$ cat src/rtl/sdram_seq_pkg.sv
package sdram_seq_pkg;

   typedef enum logic [3:0] {
      S_PWR, S_PALL, S_WRP, S_IREF, S_IWRC, S_MRS, S_WMRD,
      S_IDLE, S_REF, S_WRC, S_SRE, S_SRH, S_SRX, S_SRRC
   } seq_state_t;

   typedef struct packed {
      logic cs_n;
      logic ras_n;
      logic cas_n;
      logic we_n;
   } cmd_t;

   localparam cmd_t CMD_NOP = 4'b0111;
   localparam cmd_t CMD_PRE = 4'b0010;
   localparam cmd_t CMD_REF = 4'b0001;
   localparam cmd_t CMD_MRS = 4'b0000;

endpackage

$ cat src/rtl/sdram_dly_cnt.sv
// Down counter for one timing rule. 'last' is high one cycle before the
// next command may go out, so the next-state logic lands exactly on time.
module sdram_dly_cnt #(
   parameter int unsigned CYC   = 4,
   parameter bit          ARMED = 1'b0
) (
   input  logic clk,
   input  logic rst_n,
   input  logic start,
   output logic last
);
   localparam int unsigned W = $clog2(CYC + 1);
   localparam logic [W-1:0] RST_V = ARMED ? W'(CYC) : '0;

   logic [W-1:0] cnt;

   always_ff @(posedge clk) begin
      if (!rst_n)           cnt <= RST_V;
      else if (start)       cnt <= W'(CYC - 1);
      else if (cnt != '0)   cnt <= cnt - 1'b1;
   end

   assign last = (cnt == W'(1));
endmodule

$ cat src/rtl/sdram_refi_timer.sv
// Interval timer: raises a refresh request once per period and flags a
// missed interval when a request is still waiting at the next period end.
module sdram_refi_timer #(
   parameter int unsigned T_REFI = 780
) (
   input  logic clk,
   input  logic rst_n,
   input  logic en,
   input  logic ack,
   output logic req,
   output logic ovf
);
   localparam int unsigned W = $clog2(T_REFI);

   logic [W-1:0] cnt;
   logic         tick;

   assign tick = en && (cnt == W'(T_REFI - 1));

   always_ff @(posedge clk) begin
      if (!rst_n) begin
         cnt <= '0;
         req <= 1'b0;
         ovf <= 1'b0;
      end else if (!en) begin
         cnt <= '0;
         req <= 1'b0;
         ovf <= 1'b0;
      end else begin
         cnt <= tick ? '0 : cnt + 1'b1;
         if (tick) begin
            req <= 1'b1;
            ovf <= ack ? 1'b0 : (ovf | req);
         end else if (ack) begin
            req <= 1'b0;
            ovf <= 1'b0;
         end
      end
   end
endmodule

$ cat src/rtl/sdram_cmd_seq.sv
module sdram_cmd_seq #(
   parameter int unsigned ADDR_W    = 13,
   parameter int unsigned BA_W      = 2,
   parameter int unsigned AP_BIT    = 10,
   parameter int unsigned T_PWR     = 10000,
   parameter int unsigned T_RP      = 3,
   parameter int unsigned T_RC      = 9,
   parameter int unsigned T_MRD     = 2,
   parameter int unsigned T_REFI    = 780,
   parameter int unsigned INIT_REFS = 8,
   parameter logic [ADDR_W-1:0] MODE_WORD = 'h032,
   parameter bit          OUT_REG   = 1'b0
) (
   input  logic              clk,
   input  logic              rst_n,
   input  logic              ref_defer,
   input  logic              sleep_req,
   output logic              ready,
   output logic              sr_active,
   output logic              cke,
   output logic              cs_n,
   output logic              ras_n,
   output logic              cas_n,
   output logic              we_n,
   output logic [BA_W-1:0]   ba,
   output logic [ADDR_W-1:0] addr
);
   import sdram_seq_pkg::*;

   localparam int unsigned RL_W = $clog2(INIT_REFS + 1);

   // elaboration-time parameter checks
   if (T_PWR < 2 || T_RP < 2 || T_RC < 2 || T_MRD < 2) begin : g_bad_timing
      $error("sdram_cmd_seq: every wait parameter must be at least 2 cycles");
   end
   if (T_REFI < T_RC * 2 + 4) begin : g_bad_refi
      $error("sdram_cmd_seq: T_REFI must exceed two row cycles plus margin");
   end
   if (INIT_REFS < 2) begin : g_bad_refs
      $error("sdram_cmd_seq: INIT_REFS must be at least 2");
   end
   if (AP_BIT >= ADDR_W) begin : g_bad_ap
      $error("sdram_cmd_seq: AP_BIT outside the address bus");
   end

   seq_state_t st, nxt;
   logic [RL_W-1:0] refs_left;
   logic            wake_half;
   logic            pwr_last, rp_last, rc_last, mrd_last;
   logic            rp_go, rc_go, mrd_go;
   logic            ref_req, ref_ovf, ref_ack, tmr_en;

   sdram_dly_cnt #(.CYC(T_PWR), .ARMED(1'b1)) u_pwr (
      .clk(clk), .rst_n(rst_n), .start(1'b0), .last(pwr_last));
   sdram_dly_cnt #(.CYC(T_RP)) u_rp (
      .clk(clk), .rst_n(rst_n), .start(rp_go), .last(rp_last));
   sdram_dly_cnt #(.CYC(T_RC)) u_rc (
      .clk(clk), .rst_n(rst_n), .start(rc_go), .last(rc_last));
   sdram_dly_cnt #(.CYC(T_MRD)) u_mrd (
      .clk(clk), .rst_n(rst_n), .start(mrd_go), .last(mrd_last));

   assign tmr_en = (st == S_IDLE) || (st == S_REF) || (st == S_WRC);

   sdram_refi_timer #(.T_REFI(T_REFI)) u_refi (
      .clk(clk), .rst_n(rst_n), .en(tmr_en), .ack(ref_ack),
      .req(ref_req), .ovf(ref_ovf));

   // next state and timer starts
   always_comb begin
      nxt     = st;
      rp_go   = 1'b0;
      rc_go   = 1'b0;
      mrd_go  = 1'b0;
      ref_ack = 1'b0;
      case (st)
         S_PWR:  if (pwr_last) nxt = S_PALL;
         S_PALL: begin rp_go = 1'b1; nxt = S_WRP; end
         S_WRP:  if (rp_last) nxt = S_IREF;
         S_IREF: begin rc_go = 1'b1; nxt = S_IWRC; end
         S_IWRC: if (rc_last) nxt = (refs_left == '0) ? S_MRS : S_IREF;
         S_MRS:  begin mrd_go = 1'b1; nxt = S_WMRD; end
         S_WMRD: if (mrd_last) nxt = S_IDLE;
         S_IDLE: begin
            if (ref_req && !ref_defer) begin
               ref_ack = 1'b1;
               nxt     = S_REF;
            end else if (sleep_req) begin
               nxt = S_SRE;
            end
         end
         S_REF:  begin rc_go = 1'b1; nxt = S_WRC; end
         S_WRC:  if (rc_last) nxt = (refs_left == '0) ? S_IDLE : S_REF;
         S_SRE:  nxt = S_SRH;
         S_SRH:  if (!sleep_req) nxt = S_SRX;
         S_SRX:  if (wake_half) begin rc_go = 1'b1; nxt = S_SRRC; end
         S_SRRC: if (rc_last) nxt = S_IDLE;
         default: nxt = S_PWR;
      endcase
   end

   always_ff @(posedge clk) begin
      if (!rst_n) begin
         st        <= S_PWR;
         refs_left <= RL_W'(INIT_REFS);
         wake_half <= 1'b0;
      end else begin
         st        <= nxt;
         wake_half <= (st == S_SRX) && !wake_half;
         if (ref_ack)
            refs_left <= ref_ovf ? RL_W'(2) : RL_W'(1);
         else if (st == S_IREF || st == S_REF)
            refs_left <= refs_left - 1'b1;
      end
   end

   // command decode from state
   cmd_t              cmd_c;
   logic              cke_c, rdy_c, sra_c;
   logic [ADDR_W-1:0] addr_c;

   always_comb begin
      cmd_c  = CMD_NOP;
      cke_c  = 1'b1;
      addr_c = '0;
      rdy_c  = (st == S_IDLE);
      sra_c  = (st == S_SRE) || (st == S_SRH);
      case (st)
         S_PALL: begin cmd_c = CMD_PRE; addr_c[AP_BIT] = 1'b1; end
         S_IREF, S_REF: cmd_c = CMD_REF;
         S_MRS:  begin cmd_c = CMD_MRS; addr_c = MODE_WORD; end
         S_SRE:  begin cmd_c = CMD_REF; cke_c = 1'b0; end
         S_SRH:  cke_c = 1'b0;
         default: ;
      endcase
   end

   assign ba = '0;

   if (OUT_REG) begin : g_out_reg
      always_ff @(posedge clk) begin
         if (!rst_n) begin
            {cs_n, ras_n, cas_n, we_n} <= CMD_NOP;
            cke       <= 1'b1;
            addr      <= '0;
            ready     <= 1'b0;
            sr_active <= 1'b0;
         end else begin
            {cs_n, ras_n, cas_n, we_n} <= cmd_c;
            cke       <= cke_c;
            addr      <= addr_c;
            ready     <= rdy_c;
            sr_active <= sra_c;
         end
      end
   end else begin : g_out_comb
      assign {cs_n, ras_n, cas_n, we_n} = cmd_c;
      assign cke       = cke_c;
      assign addr      = addr_c;
      assign ready     = rdy_c;
      assign sr_active = sra_c;
   end
endmodule

$ cat config.mk
export PLATFORM = sky130hd
export DESIGN_NAME = sdram_cmd_seq
export DESIGN_NICKNAME = d
export VERILOG_FILES = /design/src/rtl/sdram_seq_pkg.sv /design/src/rtl/sdram_dly_cnt.sv /design/src/rtl/sdram_refi_timer.sv /design/src/rtl/sdram_cmd_seq.sv
export SDC_FILE = /design/constraint.sdc
export NUM_CORES = 1
export LEC_CHECK = 0
export BUFFER_PORTS_ARGS = -buffer_cell sky130_fd_sc_hd__buf_4
export CAP_MARGIN = 10
export CORE_UTILIZATION = 42
export DETAILED_ROUTE_END_ITERATION = 10
export PLACE_DENSITY = 0.72
export SLEW_MARGIN = 20
export SYNTH_ARGS = -nofsm -noshare
export SYNTH_HDL_FRONTEND = slang
export SYNTH_SLANG_ARGS = --single-unit
$ cat constraint.sdc
create_clock -name clk -period 3.6 [get_ports clk]
set_input_delay 1.08 -clock clk [delete_from_list [all_inputs] [get_ports clk]]
set_output_delay 1.08 -clock clk [all_outputs]
set_load 0.005 [all_outputs]
==> parameters.txt, run 1 <==
Parameter                              Value

Global routing
  Most utilized layer in the global route result    met2
  Met3 Track Usage GR    3.882%
  Global-route wire length before repair    7.245 mm
  Global routing usage summed across all routing layers    14.87%
  GR met2 Demand/Resource    23.36%
  Met1 Resource Use GR    a little under 20%
  Initial antenna violation count    0
  Total congestion overflow after global routing    0
  Maximum number of pins on one net before global-route repair    20
  Number of global-route vias before repair    1638

Timing
  Setup repair after global routing missed its margin    no
  Maximum achievable frequency    0.3500 GHz
  Final Hold Fails    0
  Final critical-path required period    2857 ps
  Final setup vio count    0
  Slew margin rel.    62.75%
  Worst clock skew on the final layout    around 3.5 ps
  Post-Route Setup TNS    0 ps
  Total count of max-transition violations in the final report    0
  Transition time at the pin with the least slew margin    558.0 ps
  Final critical-path share of the clock period    79.37%

Yosys
  Number of storage elements in the synthesis netlist    43
  Adder-cell share of the synthesized area    5.192%
  Ys flop type    dfxtp_1
  Sequential area share after synthesis    a little over a third
  Mapped Avg Cell Area    8.367 um2
  Total standard cell area after synthesis    2410 um2
  Cell type with the highest aggregate area in the netlist    dfxtp_1
  Yosys cell types    51
  Gate count after technology mapping    about 290
  Combinational family with the most area after synthesis    simple AND/OR/NAND/NOR gates
  Async set or reset register ratio after synthesis    0%
  Synth Area in Compound Gates    between 10% and 20%
  Number of synthesized flops with an enable pin    0
  Post-synthesis simple-gate area fraction    25.23%
  Post-synth top area share    between 30% and 40%
  Share of synthesized area spent on multiplexers    0.8307%
  Xor and xnor area share after synthesis    roughly 7.6%
  Top post-synthesis cells by area    dfxtp_1 (36%), ha_1 (5.2%), xnor2_1 (5.1%), buf_4 (5.0%), nor2_1 (4.8%)
  Number of warning messages in the yosys log    0

Detailed routing
  Final routed DRC violation total    0
  Iteration count of the initial detailed-routing pass    4
  First DRT Iteration DRCs    158
  Total detailed-routing wirelength    4.165 mm
  Avg WL per Cell    ~11 um
  Total via count in the routed design    1846
  Remaining antenna violation count after routing    0
  Drt via density    between 5 and 6

Power
  PD cells    641.5 nW/um2
  Total power    1.635 mW
  Static power due to leakage    0.9294 nW
  Worst-case vdd ir drop    0.2666 mV

Finish
  Area occupied by multi-input gates    1349 um2
  Relative area change from synthesis to final layout    5.763%
  Fraction of layout cells with a size suffix above 1    10.58%
  Utilization of the core after routing    46.28%
  Final non-filler cell total    365
  Area taken by flip-flops and latches    860.8 um2
  Fillers    537
  Layout Nets    approximately 310
  Number of diodes    0

Floorplanning
  Height of the die    77.75 um
  Die Footprint    6044 um2
  Core outline area    5507 um2
  DIE WIDTH    roughly 78 um
  Number of cell rows    27
  Starting density of the core    43.76%
  Number of placed I/O pins    26

CTS
  Number of clock sinks    43
  Root buffer cell    clkbuf_8
  Clk pin slew, worst setup/hold paths    ~80 ps
  Inserted Clock Buffers    5
  Maximum root-to-sink buffer count    2
  Buffer count from post-CTS setup fixing    0
  Number of H-tree levels    2
  TritonCTS clock tree    yes
  Clock latency on the worst-skew pair    around 290 ps
  Cells resized by post-CTS repair    0
  Number of buffers inserted by hold repair at cts    0

Placed design
  Detailed Place HPWL    3.039 mm
  Routability congestion estimate from global placement    0.8114
  PortBufs    13
  Placed cell count    approximately 360

Critical path
  CP Class    register to output port
  Critical Path Max Stage Delay    620 ps
  Buffering stage count on the worst path with inverters included    2
  Max stage delay cell, worst path    dfxtp_1
  Startpoint types    register
  CP Data Required Time    2520 ps
  Critical register-to-register path startpoint    st[3]
  Maximum fanout along the worst path    16
  Worst path top cell family by delay    flip-flops
  Count of cells along the worst register-to-register path    5
  Reg2Reg Capture Point    refs_left[2]
  Arrival time worst endpoint    1780 ps
  Critical Path, Cell by Cell    nor2b_1 > and2_1 > nand2_1 > inv_1 > buf_4
  Element type at the critical path end    output port
  Setup slack of the most critical reg-to-reg path    1500 ps

Hold path
  Worst min-delay path startpoint    wake_half
  Worst hold path stage count    1
  Worst Hold Class    register to register
  Hold Path End    wake_half

Run status
  Result of the run    finished clean

Job
  Max Cap Viol    0
Yosys cell counts (2+ instances only):
cell type,instances
buf_4,16
nor3b_1,3
a211oi_1,4
nor2_1,31
clkbuf_1,6
a311oi_1,2
inv_1,17
nand2_1,19
and3_1,2
nor4_1,8
nand4b_1,2
nand3_1,10
o32ai_1,2
o31ai_1,2
or3b_2,2
ha_1,10
nand3b_1,4
buf_2,4
nor2b_1,6
or3_1,6
dfxtp_1,43
nor3_1,11
nand2b_1,3
a21oi_1,19
xnor2_1,14
xor2_1,7
or2_2,2
o21ai_0,9
mux2i_1,2
where the power goes:
part / total, mW / internal (mW) / switching, mW / leakage, nW
sequential: 0.689 / 0.561 / 0.128 / 0.351
combinational: 0.651 / 0.317 / 0.334 / 0.531
clock: 0.295 / 0.133 / 0.162 / 0.0477
worst max-delay path by stage:
stage	start	end	slack [ps]	cells past startpoint
finish	st[0]	addr[1]	740	5
global route	st[0]	addr[4]	610	5
CTS	st[0]	addr[1]	730	5
detailed placement	st[0]	addr[1]	1070	5
global placement	st[0]	addr[5]	1140	5
floorplan	st[0]	addr[1]	1180	6
metal layers:
layer  vias up  routed length (um)
met4         0                  28
met3         3                 149
met2        32                1937
met1       835                2050
met5         -                   0
li1        976                   -
layout by cell type, fill, tap and decap left out, types with 2 or more instances in the layout:
cell / instances
a211oi_1: 4
a21oi_1: 19
a311oi_1: 2
and3_1: 2
buf_4: 13
clkbuf_8: 5
clkinv_2: 3
conb_1: 12
dfxtp_1: 43
ha_1: 10
inv_1: 17
mux2i_1: 2
nand2_1: 19
nand2b_1: 3
nand3_1: 10
nand3b_1: 4
nand4b_1: 2
nor2_1: 31
nor2b_1: 6
nor3_1: 11
nor3b_1: 3
nor4_1: 8
o21ai_0: 9
o31ai_1: 2
o32ai_1: 2
or2_2: 2
or3_1: 6
or3b_2: 2
xnor2_1: 14
xor2_1: 7
final cells by class:
type	instances	share of cell area (%)
multi-input cells	211	52.92
repair buffers	13	3.829
inverters	18	2.651
well taps	72	3.535
clock buffers	5	2.700
clock inverters	3	0.5891
flip-flops and latches	43	33.78
per-stage QoR:
| stage | hold slack [ps] | instance area (um2) | setup WS [ps] |
|---|---|---|---|
| 5_1_grt | 470.2 | 2549 | 611.8 |
| 3_5_place_dp | 417.9 | 2465 | 1071 |
| 6_report | 448.4 | 2549 | 742.8 |
| 3_3_place_gp | 422.8 | 2465 | 1140 |
| 4_1_cts | 437.6 | 2549 | 734.7 |
| 2_1_floorplan | 398.2 | 2451 | 1177 |
state kept, by name, indices dropped and copies added, names as in the netlist:
name,flops
wake_half,1
u_refi.cnt,10
refs_left,4
u_rc.cnt,4
u_refi.ovf,1
u_pwr.cnt,14
u_mrd.cnt,2
st,4
u_rp.cnt,2
u_refi.req,1
kinds of logic after synthesis:
kind of cell	Yosys count
flip-flops	43
multiplexers	2
other	1
adder cells (fa/ha/maj)	10
XOR/XNOR	21
AO/OA/AOI/OAI	52
AND/OR/NAND/NOR	114
buffers and inverters	45
Note: power is estimated with default switching activity, not from simulation.
==> run 2, diff against run 1 <==
--- a/config.mk
+++ b/config.mk
@@ -5,11 +5,12 @@
 export SDC_FILE = /design/constraint.sdc
 export NUM_CORES = 1
 export LEC_CHECK = 0
+export ABC_AREA = 1
 export BUFFER_PORTS_ARGS = -buffer_cell sky130_fd_sc_hd__buf_4
 export CAP_MARGIN = 10
 export CORE_UTILIZATION = 42
 export DETAILED_ROUTE_END_ITERATION = 10
-export PLACE_DENSITY = 0.72
+export PLACE_DENSITY = 0.74
 export SLEW_MARGIN = 20
 export SYNTH_ARGS = -nofsm -noshare
 export SYNTH_HDL_FRONTEND = slang
==> constraint.sdc (replaced) <==
create_clock -name clk -period 2.4 [get_ports clk]
set_input_delay 0.72 -clock clk [delete_from_list [all_inputs] [get_ports clk]]
set_output_delay 0.72 -clock clk [all_outputs]
set_load 0.005 [all_outputs]
==> run 2 against run 1 <==
  * Register-to-register slack worse by 850 ps
  * Count of clock-buffer cells in the layout is 1 higher
  * First-iteration DRC count is 27% lower
  * Sequential cell count stayed put
  * Cell count is 25% higher
  * Critical endpoint is now ras_n
==> parameters.txt, run 2 <==
Parameter                              Value

Run status
  Result of the run    finished clean

Finish
  Registers with the most flip-flops    u_pwr.cnt: 14 flops, u_refi.cnt: 10 flops
  Most common library cell in the layout ignoring fill and taps    nand2_1
  Area occupied by multi-input gates    1334 um2
  Area taken by flip-flops and latches    about 860 um2
  Fraction of layout cells with a size suffix above 1    a little under a tenth
  Number of flip-flops under the largest register name    14
  Relative area change from synthesis to final layout    6.526%
  Top library cells by usage in the layout, fill and taps aside    nand2_1 (84), nor2_1 (68), inv_1 (45), dfxtp_1 (43), a21oi_1 (20)
  Utilization of the core after routing    47.34%
  Fillers    569
  Number of diodes    0
  Layout Nets    399
  Top register by number of flip-flops    u_pwr.cnt

Yosys
  Number of warning messages in the yosys log    0
  Total standard cell area after synthesis    between 2000 and 2500 um2
  Commonest cells in the netlist    nand2_1 (84), nor2_1 (69), inv_1 (45), dfxtp_1 (43), a21oi_1 (20)
  Async set or reset register ratio after synthesis    0%
  Yosys cell types    32
  Most used standard cell by instance count after synthesis    nand2_1
  Mapped Avg Cell Area    roughly 6.7 um2
  Post-synth top area share    34.54%
  Sequential area share after synthesis    34.54%
  Ys flop type    dfxtp_1
  Gate count after technology mapping    374
  Number of storage elements in the synthesis netlist    43
  Number of synthesized flops with an enable pin    0
  Cell type with the highest aggregate area in the netlist    dfxtp_1
  Top post-synthesis cells by area    dfxtp_1 (35%), nand2_1 (13%), nor2_1 (10%), inv_1 (6.8%), buf_4 (5.1%)

CTS
  Clock latency on the worst-skew pair    290 ps
  Inserted Clock Buffers    5
  Number of H-tree levels    2
  Maximum root-to-sink buffer count    2
  Number of clock sinks    43
  TritonCTS clock tree    yes
  Clk pin slew, worst setup/hold paths    roughly 80 ps
  Number of buffers inserted by hold repair at cts    0
  Root buffer cell    clkbuf_8

Placed design
  Detailed Place HPWL    3.625 mm
  Routability congestion estimate from global placement    0.8989
  PortBufs    13

Global routing
  Global-route wire length before repair    8.190 mm
  Initial antenna violation count    0
  Number of global-route vias before repair    1989
  Global routing usage summed across all routing layers    16.45%
  Maximum number of pins on one net before global-route repair    17
  Total congestion overflow after global routing    0

Timing
  Final critical-path required period    2253 ps
  Worst clock skew on the final layout    ~11 ps
  Post-Route Setup TNS    0 ps
  Maximum achievable frequency    0.4439 GHz
  Total count of max-transition violations in the final report    0
  Setup repair after global routing missed its margin    no
  Final Hold Fails    0
  Final critical-path share of the clock period    between 90 and 100%
  Final setup vio count    0

Floorplanning
  Core outline area    5608 um2
  Die Footprint    6247 um2
  Starting density of the core    about 44%
  Height of the die    79.04 um
  DIE WIDTH    79.04 um
  Number of cell rows    27
  Number of placed I/O pins    26

Job
  Max Cap Viol    0

Power
  Static power due to leakage    approximately 1.2 nW
  PD cells    882.2 nW/um2
  Worst-case vdd ir drop    0.3220 mV

Critical path
  Element type at the critical path end    output port
  Startpoint types    register
  CP Class    register to output port
  Count of cells along the worst register-to-register path    8
  Arrival time worst endpoint    1530 ps
  Maximum fanout along the worst path    9
  CP Data Required Time    1680 ps

Detailed routing
  Iteration count of the initial detailed-routing pass    5
  Remaining antenna violation count after routing    0
  First DRT Iteration DRCs    roughly 120
  Drt via density    4.873
  Total detailed-routing wirelength    4.778 mm
  Final routed DRC violation total    0
  Total via count in the routed design    2232
  Avg WL per Cell    10.43 um

Hold path
  Worst hold path stage count    1
  Worst Hold Class    register to register
==> run 2: cell types whose count changed in the layout (fill, tap and decap cells not counted), sizes merged, moves of 6 or more <==
cell	before	now
xnor2	14	1
inv	17	48
nand2	19	87
nand4	0	8
nand3	10	19
nor2	31	72
nor4	9	1
nor2b	6	0
or3	6	0
==> run 2: final timing paths <==
kind                      from             to  slack [ps]
hold / removal     u_rp.cnt[0]    u_rp.cnt[0]         450
hold reg to reg    u_rp.cnt[0]    u_rp.cnt[0]         450
setup / recovery         st[0]          ras_n         150
setup reg to reg  u_pwr.cnt[0]  u_pwr.cnt[10]         650
==> run 2: repair_timing <==
action / in CTS / in global routing
setup endpoints to repair: 0 / 2
resized for setup: 0 / 1
setup buffers: 0 / 0
==> run 2: cell families (layout without fill, tap and decap cells) <==
kind of cell	Yosys count	after routing	share of synthesized area, %
AO/OA/AOI/OAI	41	41	9.036
XOR/XNOR	9	9	3.163
adder cells (fa/ha/maj)	10	10	5.020
buffers and inverters	69	70	13.70
flip-flops	43	43	34.54
other	1	12	0.1505
AND/OR/NAND/NOR	201	201	34.39
==> run 2: per-layer routing <==
metal	track usage [%]	wire (um)
met1	20.37	2308
met4	6.909	76
met2	27.50	2190
met3	3.448	203
met5	0	0
==> run 2: stage by stage <==
step / worst slack (ps) / std cells / instance area (um2) / power [mW] / hold WS, ps
2_1_floorplan: 690.8 / 385 / 2534 / 1.711 / 422.6
3_3_place_gp: 506.5 / 450 / 2567 / 1.872 / 433.8
3_5_place_dp: 411.0 / 450 / 2567 / 1.901 / 445.1
4_1_cts: 78.93 / 458 / 2653 / 2.356 / 456.6
5_1_grt: 32.11 / 458 / 2655 / 2.559 / 480.2
6_report: 147.2 / 458 / 2655 / 2.342 / 453.2
==> run 2: power breakdown <==
group	internal [mW]	leakage, nW	switching [mW]
clock	0.203	0.0412	0.243
sequential	0.835	0.351	0.106
combinational	0.360	0.785	0.595
==> run 2: worst max-delay path: stages (launching register included) <==
cell	delay [ps]
dfxtp_1	500
nand2_1	160
inv_1	110
nand2_1	120
o21ai_0	140
nor3_1	70
buf_4	140
==> run 2: final cells by class <==
cell class | instances | area share (%)
Inverter | 48 | 6.786
Multi-Input combinational cell | 273 | 50.24
Clock buffer | 6 | 2.733
Timing Repair Buffer | 14 | 3.959
Tap cell | 72 | 3.393
Clock inverter | 2 | 0.4713
Sequential cell | 43 | 32.42
==> run 3, diff against run 2 <==
--- a/config.mk
+++ b/config.mk
@@ -10,7 +10,6 @@
 export CAP_MARGIN = 10
 export CORE_UTILIZATION = 42
 export DETAILED_ROUTE_END_ITERATION = 10
-export PLACE_DENSITY = 0.74
 export SLEW_MARGIN = 20
 export SYNTH_ARGS = -nofsm -noshare
 export SYNTH_HDL_FRONTEND = slang
==> run 3 against run 2 <==
  * Global-route usage increased by 0.073 points
  * Worst setup slack improved by 57 ps
  * Count of clock-buffer cells in the layout stayed put
  * Via count fell by 2.7%
  * Total power grew 0.30%
  * Critical path depth stayed put
  * Critical path type unchanged
==> parameters.txt, run 3 (synthesized netlist as in run 2, its figures left out) <==
Parameter                              Value

Run status
  Result of the run    finished clean

CTS
  Clock latency on the worst-skew pair    290 ps
  Clk pin slew, worst setup/hold paths    80 ps
  TritonCTS clock tree    yes
  Root buffer cell    clkbuf_8
  Number of H-tree levels    2
  Buffer count from post-CTS setup fixing    0
  Number of buffers inserted by hold repair at cts    0
  Number of clock sinks    43
  Inserted Clock Buffers    5
  Cells resized by post-CTS repair    0
  Maximum root-to-sink buffer count    2

Floorplanning
  Die Footprint    6247 um2
  Height of the die    79.04 um
  Starting density of the core    around 44%
  Number of cell rows    27
  Number of placed I/O pins    26
  DIE WIDTH    approximately 79 um
  Core outline area    5608 um2

Critical path
  Worst path most repeated cell    nand2_1
  Critical Path Max Stage Delay    around 470 ps
  Startpoint types    register
  Critical register-to-register path startpoint    u_pwr.cnt[0]
  Element type at the critical path end    output port
  CP Class    register to output port
  Critical Path, Cell by Cell    nand2_1 > inv_1 > nand2_1 > o21ai_0 > nor3_1 > buf_4
  Worst path top cell family by delay    flip-flops
  Maximum fanout along the worst path    9
  Origin of the worst setup path    st[0]
  CP Data Required Time    1680 ps
  Buffering stage count on the worst path with inverters included    2
  Arrival time worst endpoint    between 1000 and 1500 ps
  Max stage delay cell, worst path    dfxtp_1

Timing
  Worst clock skew on the final layout    5.626 ps
  Maximum achievable frequency    0.4553 GHz
  Total count of max-transition violations in the final report    0
  Setup repair after global routing missed its margin    no
  Final Hold Fails    0
  Final critical-path share of the clock period    between 90% and 100%
  Final critical-path required period    2196 ps
  Slew margin rel.    65.23%
  Final setup vio count    0
  Transition time at the pin with the least slew margin    520.9 ps
  Post-route worst setup slack    203.8 ps
  Post-Route Setup TNS    0 ps

Hold path
  Worst Hold Class    register to register
  Worst min-delay path startpoint    u_rp.cnt[0]

Finish
  Top register by number of flip-flops    u_pwr.cnt
  Final non-filler cell total    456
  Layout Nets    398
  Top library cells by usage in the layout, fill and taps aside    nand2_1 (84), nor2_1 (68), inv_1 (45), dfxtp_1 (43), a21oi_1 (20)
  Most common library cell in the layout ignoring fill and taps    nand2_1
  Number of flip-flops under the largest register name    14
  Relative area change from synthesis to final layout    6.325%
  Fraction of layout cells with a size suffix above 1    8.854%
  Number of diodes    0
  Registers with the most flip-flops    u_pwr.cnt: 14 flops, u_refi.cnt: 10 flops

Placed design
  Placed cell count    449
  Routability congestion estimate from global placement    about 0.92
  Placement-stage worst setup slack    423.4 ps
  PortBufs    13
  Detailed Place HPWL    3.633 mm

Global routing
  Initial antenna violation count    0
  Number of global-route vias before repair    1922
  Total congestion overflow after global routing    0
  Global-route wire length before repair    8.107 mm
  Global routing usage summed across all routing layers    16.52%
  Maximum number of pins on one net before global-route repair    17

Power
  PD cells    just under 900 nW/um2
  Static power due to leakage    about 1.2 nW
  Worst-case vdd ir drop    0.5075 mV

Detailed routing
  First DRT Iteration DRCs    123
  Remaining antenna violation count after routing    0
  Total via count in the routed design    ~2200
  Drt via density    4.763
  Total detailed-routing wirelength    4.758 mm
  Avg WL per Cell    10.43 um
  Final routed DRC violation total    0
  Iteration count of the initial detailed-routing pass    6

Job
  Max Cap Viol    0
[run 3: cell types whose count changed in the layout (fill, tap and decap cells not counted), sizes merged]
cell,delta
clkinvlp,-1
buf,-1
[run 3: power breakdown]
| part | switching [mW] | leakage (nW) | total (mW) | internal [mW] |
|---|---|---|---|---|
| sequential | 0.107 | 0.351 | 0.942 | 0.835 |
| clock | 0.235 | 0.0470 | 0.461 | 0.226 |
| combinational | 0.589 | 0.780 | 0.947 | 0.358 |
| total | 0.931 | 1.18 | 2.35 | 1.42 |
[run 3: worst paths after layout]
path,slack (ps),to,cells past startpoint
setup / recovery,200,ras_n,6
hold / removal,450,u_rp.cnt[0],1
setup reg to reg,630,u_pwr.cnt[10],8
hold reg to reg,450,u_rp.cnt[0],1
[run 3: final cells by class]
cell class	instances	area, um2
Multi-Input combinational cell	273	1334
Clock buffer	6	82.58
Clock inverter	1	5.005
Fill cell	600	2958
Sequential cell	43	860.8
Timing Repair Buffer	13	97.59
Inverter	48	180.2
Tap cell	72	90.09
[run 3: metrics by stage]
step / instance area [um2] / power, mW / utilization, % / hold slack (ps)
global placement: 2560 / 1.898 / 45.65 / 434.0
finish: 2650 / 2.349 / 47.26 / 454.4
detailed placement: 2560 / 1.898 / 45.65 / 439.1
floorplan: 2534 / 1.711 / - / 422.6
CTS: 2648 / 2.371 / 47.21 / 452.9
global route: 2650 / 2.565 / 47.26 / 478.3
[run 3: routing by layer]
layer | global-route usage [%] | share of wire [%] | vias to the layer above
li1 | - | - | 1173
met1 | 21.85 | 52 | 961
met2 | 26.12 | 44 | 34
met3 | 4.138 | 3.1 | 4
met4 | 5.455 | 1.1 | 0
met5 | 0 | 0 | -
[run 3: worst register-to-register path, cell delays in order (launching register included)]
cell and delay [ps]:
dfxtp_1 360, inv_1 140, ha_1 240, nand2_1 60, nor2_1 50, nand2_1 280, nor3b_1 390, nand3_1 120
nand2_1 70
